<file path="src/rtl/fft_addr_gen_pkg.sv">
package fft_addr_gen_pkg;
  // Per-cycle strobes from the sequencing control to the address datapath
  typedef struct packed {
    logic load;       // restart: reset index, span and mask
    logic emit;       // an enabled slot is consumed this edge
    logic valid;      // the slot carries a memory access
    logic sel;        // 0: first member of the pair, 1: second member
    logic stepIdx;    // advance the butterfly / reorder index
    logic stepStage;  // shift span and mask, clear index
    logic stageEnd;   // slot closes a stage
    logic kernelEnd;  // slot closes the run
    logic modeRev;    // latched mode: 1 = reorder
  } strobe_t;
endpackage

</file>
<file path="src/rtl/fft_addr_gen_ctrl.sv">
module fft_addr_gen_ctrl
  import fft_addr_gen_pkg::*;
(
  input  logic    clk,
  input  logic    rstN,
  input  logic    start,
  input  logic    modeIn,
  input  logic    agEn,
  input  logic    lastIdx,
  input  logic    lastStage,
  input  logic    pairHit,
  output strobe_t stb,
  output logic    modeQ
);
  logic running;
  logic phase;
  logic nextPhase;

  always_comb begin
    stb         = '0;
    stb.load    = start;
    stb.modeRev = modeQ;
    nextPhase   = phase;
    if (!start && running && agEn) begin
      stb.emit = 1'b1;
      if (!modeQ) begin
        // butterfly: upper slot, then lower slot
        stb.valid = 1'b1;
        stb.sel   = phase;
        nextPhase = !phase;
        if (phase) begin
          stb.stepIdx = 1'b1;
          if (lastIdx) begin
            stb.stepStage = 1'b1;
            stb.stageEnd  = 1'b1;
            stb.kernelEnd = lastStage;
          end
        end
      end else if (phase) begin
        // reorder: second member of a swap pair
        stb.valid     = 1'b1;
        stb.sel       = 1'b1;
        nextPhase     = 1'b0;
        stb.stepIdx   = 1'b1;
        stb.stageEnd  = lastIdx;
        stb.kernelEnd = lastIdx;
      end else if (pairHit) begin
        stb.valid = 1'b1;
        nextPhase = 1'b1;
      end else begin
        // self-reversed or already swapped: silent slot
        stb.stepIdx   = 1'b1;
        stb.stageEnd  = lastIdx;
        stb.kernelEnd = lastIdx;
      end
    end
  end

  always_ff @(posedge clk or negedge rstN) begin
    if (!rstN) begin
      running <= 1'b0;
      phase   <= 1'b0;
      modeQ   <= 1'b0;
    end else if (start) begin
      running <= 1'b1;
      phase   <= 1'b0;
      modeQ   <= modeIn;
    end else if (stb.emit) begin
      phase <= nextPhase;
      if (stb.kernelEnd) running <= 1'b0;
    end
  end
endmodule

</file>
<file path="src/rtl/fft_addr_gen_dp.sv">
module fft_addr_gen_dp
  import fft_addr_gen_pkg::*;
#(
  parameter int N  = 16,
  parameter int AW = $clog2(N)
) (
  input  logic          clk,
  input  logic          rstN,
  input  strobe_t       stb,
  output logic          lastIdx,
  output logic          lastStage,
  output logic          pairHit,
  output logic [AW-1:0] addr,
  output logic [AW-1:0] wrAddr,
  output logic          addrValid,
  output logic          stageDone,
  output logic          kernelDone
);
  localparam int HALF = N / 2;
  localparam logic [AW-1:0] TOP_BIT = AW'(1) << (AW - 1);

  logic [AW-1:0] idx;
  logic [AW-1:0] span;    // one-hot distance between operands
  logic [AW-1:0] maskHi;  // ones from the span bit upward
  logic [AW-1:0] revIdx;
  logic [AW-1:0] upperA;
  logic [AW-1:0] lowerA;
  logic [AW-1:0] fetchA;
  logic [AW-1:0] writeA;

  for (genvar k = 0; k < AW; k++) begin : g_rev
    assign revIdx[k] = idx[AW-1-k];
  end

  // insert a zero at the span bit of the butterfly index
  assign upperA = ((idx & maskHi) << 1) | (idx & ~maskHi);
  assign lowerA = upperA | span;

  assign pairHit   = idx < revIdx;
  assign lastIdx   = stb.modeRev ? (idx == {AW{1'b1}}) : (idx == AW'(HALF - 1));
  assign lastStage = span[0];

  always_comb begin
    if (stb.modeRev) begin
      fetchA = stb.sel ? revIdx : idx;
      writeA = stb.sel ? idx : revIdx;
    end else begin
      fetchA = stb.sel ? lowerA : upperA;
      writeA = fetchA;
    end
  end

  always_ff @(posedge clk or negedge rstN) begin
    if (!rstN) begin
      idx    <= '0;
      span   <= TOP_BIT;
      maskHi <= TOP_BIT;
    end else if (stb.load) begin
      idx    <= '0;
      span   <= TOP_BIT;
      maskHi <= TOP_BIT;
    end else if (stb.stepStage) begin
      idx    <= '0;
      span   <= span >> 1;
      maskHi <= {maskHi[AW-1], maskHi[AW-1:1]};
    end else if (stb.stepIdx) begin
      idx <= idx + AW'(1);
    end
  end

  always_ff @(posedge clk or negedge rstN) begin
    if (!rstN) begin
      addr       <= '0;
      wrAddr     <= '0;
      addrValid  <= 1'b0;
      stageDone  <= 1'b0;
      kernelDone <= 1'b0;
    end else begin
      addrValid  <= stb.emit & stb.valid;
      stageDone  <= stb.emit & stb.stageEnd;
      kernelDone <= stb.emit & stb.kernelEnd;
      if (stb.emit && stb.valid) begin
        addr   <= fetchA;
        wrAddr <= writeA;
      end
    end
  end
endmodule

</file>
<file path="src/rtl/fft_addr_gen.sv">
module fft_addr_gen
  import fft_addr_gen_pkg::*;
#(
  parameter int N  = 16,
  parameter int AW = $clog2(N)
) (
  input  logic          clk,
  input  logic          rstN,
  input  logic          start,
  input  logic          modeRev,
  input  logic          agEn,
  output logic [AW-1:0] addr,
  output logic [AW-1:0] wrAddr,
  output logic          addrValid,
  output logic          stageDone,
  output logic          kernelDone
);
  strobe_t stb;
  logic    lastIdx;
  logic    lastStage;
  logic    pairHit;
  logic    modeQ;

  fft_addr_gen_ctrl ctrl_i (
    .clk(clk), .rstN(rstN), .start(start), .modeIn(modeRev), .agEn(agEn),
    .lastIdx(lastIdx), .lastStage(lastStage), .pairHit(pairHit),
    .stb(stb), .modeQ(modeQ)
  );

  fft_addr_gen_dp #(.N(N), .AW(AW)) dp_i (
    .clk(clk), .rstN(rstN), .stb(stb),
    .lastIdx(lastIdx), .lastStage(lastStage), .pairHit(pairHit),
    .addr(addr), .wrAddr(wrAddr), .addrValid(addrValid),
    .stageDone(stageDone), .kernelDone(kernelDone)
  );
endmodule

</file>
<file path="config.mk">
export PLATFORM = sky130hd
export DESIGN_NAME = fft_addr_gen
export DESIGN_NICKNAME = d
export VERILOG_FILES = /design/src/rtl/fft_addr_gen_pkg.sv /design/src/rtl/fft_addr_gen_ctrl.sv /design/src/rtl/fft_addr_gen_dp.sv /design/src/rtl/fft_addr_gen.sv
export SDC_FILE = /design/constraint.sdc
export NUM_CORES = 1
export LEC_CHECK = 0
export CORE_MARGIN = 2
export CORE_UTILIZATION = 57
export CTS_CLUSTER_SIZE = 10
export DETAILED_ROUTE_END_ITERATION = 8
export DONT_BUFFER_PORTS = 1
export GPL_ROUTABILITY_DRIVEN = 0
export HOLD_SLACK_MARGIN = 0.06
export PLACE_DENSITY = 0.74
export SLEW_MARGIN = 20
export SYNTH_ARGS = -nofsm -noshare
export SYNTH_HDL_FRONTEND = slang
export SYNTH_HIERARCHICAL = 1
export SYNTH_SLANG_ARGS = --single-unit
</file>
<file path="constraint.sdc">
create_clock -name clk -period 2.6 [get_ports clk]
set_input_delay 0.13 -clock clk [delete_from_list [all_inputs] [get_ports clk]]
set_output_delay 0.13 -clock clk [all_outputs]
set_load 0.01 [all_outputs]
</file>
* Yosys cells after proc, flatten, opt, wreduce, memory -nomap -nowiden
Index checks and enable logic that the tools add are counted.
Storage, ports and cells: flip-flop bits (word level) 26, bits of input ports 5, logic and storage cells 70, output and inout bits 11
Operators by class: bitwise gates (word level) 8, multiplexer cells 34, order comparisons 1, equality and inequality tests 2, reductions and logical operators 12, add/sub/neg operators 1
Operators with widths (count):
- 4-bit two-way mux | 12
- 1-bit two-way mux | 15
- 3-bit two-way mux | 3
- 4-bit OR | 2
- 2-bit nonzero test | 4
- 7-bit two-way mux | 1
- 2-bit two-way mux | 3
- 4-bit by 1-bit adder with 4-bit output (second input constant) | 1
- 4-bit bitwise AND | 1
- 4-bit by 3-bit == test with 1-bit output (second input constant) | 1
- 4-bit == test (second input constant) | 1
- 4-bit < comparator | 1
- 4-bit NOT | 1
- 2-bit AND reduction | 2
- 1-bit bitwise AND | 3
- 3-bit bitwise AND | 1
- 1-bit logical AND | 3
- 3-bit nonzero test | 1
- 1-bit logical NOT | 2

* Logic depth before layout (Yosys ltp)
word-level depth 9, depth in mapped cells 9, depth with buffers taken out 9

* Modules after synthesis
Netlist, hierarchy kept.
Modules (own cells, without submodules):
- fft_addr_gen_dp | instances 1, area an instance 1104.8 µm², seq. area each 578.1 µm², cells an instance 97
- fft_addr_gen_ctrl | instances 1, area an instance 219.0 µm², seq. area each 75.1 µm², cells an instance 23

* Worst setup path before layout
No wires, ideal clock.
path kind register -> register, start point register dp_i.idx[0], end point register dp_i.addr[0], clock period less this slack 1.923 ns, buffers on the path 0, setup time 0.124 ns, slack 0.677 ns, data arrival time 1.799 ns, required time 2.476 ns, cell stages (with the launch flop) 10, cells stage by stage dfrtp_1 > inv_1 > ha_1 > o21a_1 > nor2_1 > nand2b_1 > o21a_1 > nand3_1 > nor2_1 > a211o_1
RTL lines:
- from (decl) | line fft_addr_gen_dp.sv:22 | logic [AW-1:0] idx;
- from (signal assigned) | line fft_addr_gen_dp.sv:67 | idx <= idx + AW'(1);
- to (signal assigned) | line fft_addr_gen_dp.sv:83 | addr <= fetchA;
- to (decl) | line fft_addr_gen_dp.sv:13 | output logic [AW-1:0] addr,

==> flow_summary.ini <==
[run_status]
outcome = finished, final reports clean

[global_route]
overflow = 0
antenna_found_initial = 0
grt_max_degree = 27
grt_pass1_vias = 839
grt_pass1_wl_um = 3800
grtUsageTotal = 0.189

[routing]
drt_wl_total_um = 2280
wl_per_cell_um = 14.8
viasPerCell = 5.72
drc_errors = 0
dr_total_vias = 881
drtPass1Iterations = 4
drtIter0Drc = 7
ant_nets = 0

[finish]
final_nets = 136
diodes = 0
drive_gt1_frac = 0.135
areaGrowthSynthToFinish_pct = 8.41
fill_cells = 195
design_area_um2 = 1440

[worst_setup_path]
worstSetupEndpointType = register
worst_ep_arrival_time_ns = 2.40
critPathRequiredTime_ns = 2.81
critPathMaxFanout = 9
critPathLaunchType = register
crit_type = reg2reg

[placed_design]
place_ws_ns = 0.426
dpl_cell_area_um2 = 1340
dp_hpwl_um = 1680
io_buffers = 0

[synthesis]
syn-instance-count = 120
avgSynthCellArea_um2 = 11.0
synth.most_common_cell = dfrtp_1
synth_area_leaders = dfrtp_1 45%, mux2i_1 8.3%, a211o_1 5.3%
ys_ff_latch = 26
synth-edff-count = 0
async_flop_share = 1.00
yosys_warnings = 6
syn-cell-area_um2 = 1320
synth_common_cells = 24 x dfrtp_1, 12 x nor2_1, 11 x mux2i_1, 8 x a211o_1, 8 x nand2_1
yosys.area.top_type_share = 0.454
synth_top_area_cell = dfrtp_1
synth_seq_area_share = 0.493
yosys_most_used_dff = dfrtp_1
syn_nets = 129
synth_cell_type_count = 38

[die]
start_util = 0.598
num_io_pins = 16
die_x_um = 52.2
row_count = 17
fp.dieH_um = 52.2
dieArea_um2 = 2720
core-area_um2 = 2210

[sta]
skew_ns = 0.00611
hold_viol = 0
finalCriticalPeriod_ns = 2.19
setup_tns_ns = 0
drv_slew = 0
slew_headroom = 0.653
setup_slack_ns = 0.414
max_freq_mhz = 457
finalCritPeriodShare = 0.841
finalSetupViolCount = 0
rsz0062_at_grt = no
tightest_slew_ns = 0.519

[clock_tree]
cts_root_buffer = clkbuf_4
clk_path_buf_depth = 2
htreeDepth = 1
cts_sinks = 26
tritoncts = built
clkTransAtPathRegs_ns = 0.13
numCtsBuffers = 3
clock_latency_ns = 0.31
postCtsSetupRepairBufs = 0

[pwr]
power.density_cell_area_nw_per_um2 = 486
p_leak_nw = 0.684
ir_drop_uv = 344

[min_path]
hold_path.class = in2reg

[flow_run]
maxCapViolations = 0
critical path, stage by stage (launching register included):
cell      delay (ns)
dfrtp_1         0.54
inv_1           0.09
ha_1            0.30
o21a_1          0.11
nor2_1          0.07
nand2b_1        0.21
o21a_1          0.20
nand2_1         0.21
a211o_1         0.36
cells by family after synthesis:
logic type / share of synthesized area
AOI/OAI and AO/OA: 0.142
xor gates and xnor gates: 0.0265
adders and majority gates: 0.0378
buffers and inverters: 0.0406
DFF: 0.493
muxes: 0.0917
and+or+nand+nor: 0.168
placed cells by master, fill, tap and decap left out, drive strengths merged, types with 2 or more instances in the layout:
master / n
nor2: 12
o21a: 2
a21oi: 3
nand3: 2
inv: 5
dfrtp: 24
xor2: 2
a211o: 8
mux2i: 11
and2: 2
dlygate4sd3: 4
clkbuf: 4
dfstp: 2
ha: 4
buf: 3
a31oi: 2
nand2b: 5
nor3: 6
xnor2: 2
nand2: 8
power by group:
group	total [mW]	switching, mW	leakage [nW]	internal (mW)
Clock	0.196	0.111	0.0210	0.0855
Sequential	0.436	0.0188	0.347	0.417
Combinational	0.0648	0.0344	0.316	0.0303
state kept, by name, indices dropped and copies added, names as in the netlist:
| name | count |
|---|---|
| dp_i/span | 4 |
| ctrl_i/running | 1 |
| dp_i/idx | 4 |
| ctrl_i/modeQ | 1 |
| ctrl_i/phase | 1 |
| dp_i/maskHi | 4 |
| dp_i/wrAddr | 4 |
| dp_i/addr | 4 |
| dp_i/addrValid | 1 |
| dp_i/kernelDone | 1 |
| dp_i/stageDone | 1 |
routing by layer:
metal  wire, µm  track usage
met1       1110        0.257
met2       1110        0.302
met3         48       0.0286
met4         14       0.0769
met5          0            0
per-stage QoR:
step	std cells	hold WS (ns)	utilization	total power [mW]
after floorplan	120	-0.166	-	0.485
after global placement	145	-0.165	0.605	0.487
after detailed placement	145	-0.165	0.605	0.489
after CTS	154	0.157	0.649	0.705
after global routing	154	0.172	0.649	0.731
final	154	0.166	0.649	0.697
final timing paths:
check	startpoint	endpoint	slack (ns)	cells after the start
worst max-delay path	dp_i/idx[0]	dp_i/wrAddr[0]	0.41	8
worst min-delay path	agEn	dp_i/stageDone	0.17	3
worst max register to register	dp_i/idx[0]	dp_i/wrAddr[0]	0.41	8
worst min register to register	dp_i/span[3]	dp_i/span[3]	0.55	1
max in group asynchronous	rstN	dp_i/span[3]	2.13	2
min in group asynchronous	rstN	dp_i/wrAddr[0]	0.24	2
timing repair:
item / CTS / global route
hold buffers: 5 / 0
setup endpoints to repair: 0 / 0
resized for setup: 0 / 0
endpoints found under the hold margin: 41 / 0
layout make-up:
type | count | area, µm² | share of cell area
multi-input cells | 84 | 617 | 0.430
clock buffers | 4 | 36.3 | 0.0253
well taps | 28 | 35.0 | 0.0244
inverters | 5 | 18.8 | 0.0131
repair buffers | 7 | 75.1 | 0.0523
flip-flops and latches | 26 | 653 | 0.455
(Power assumes the default switching activity.)
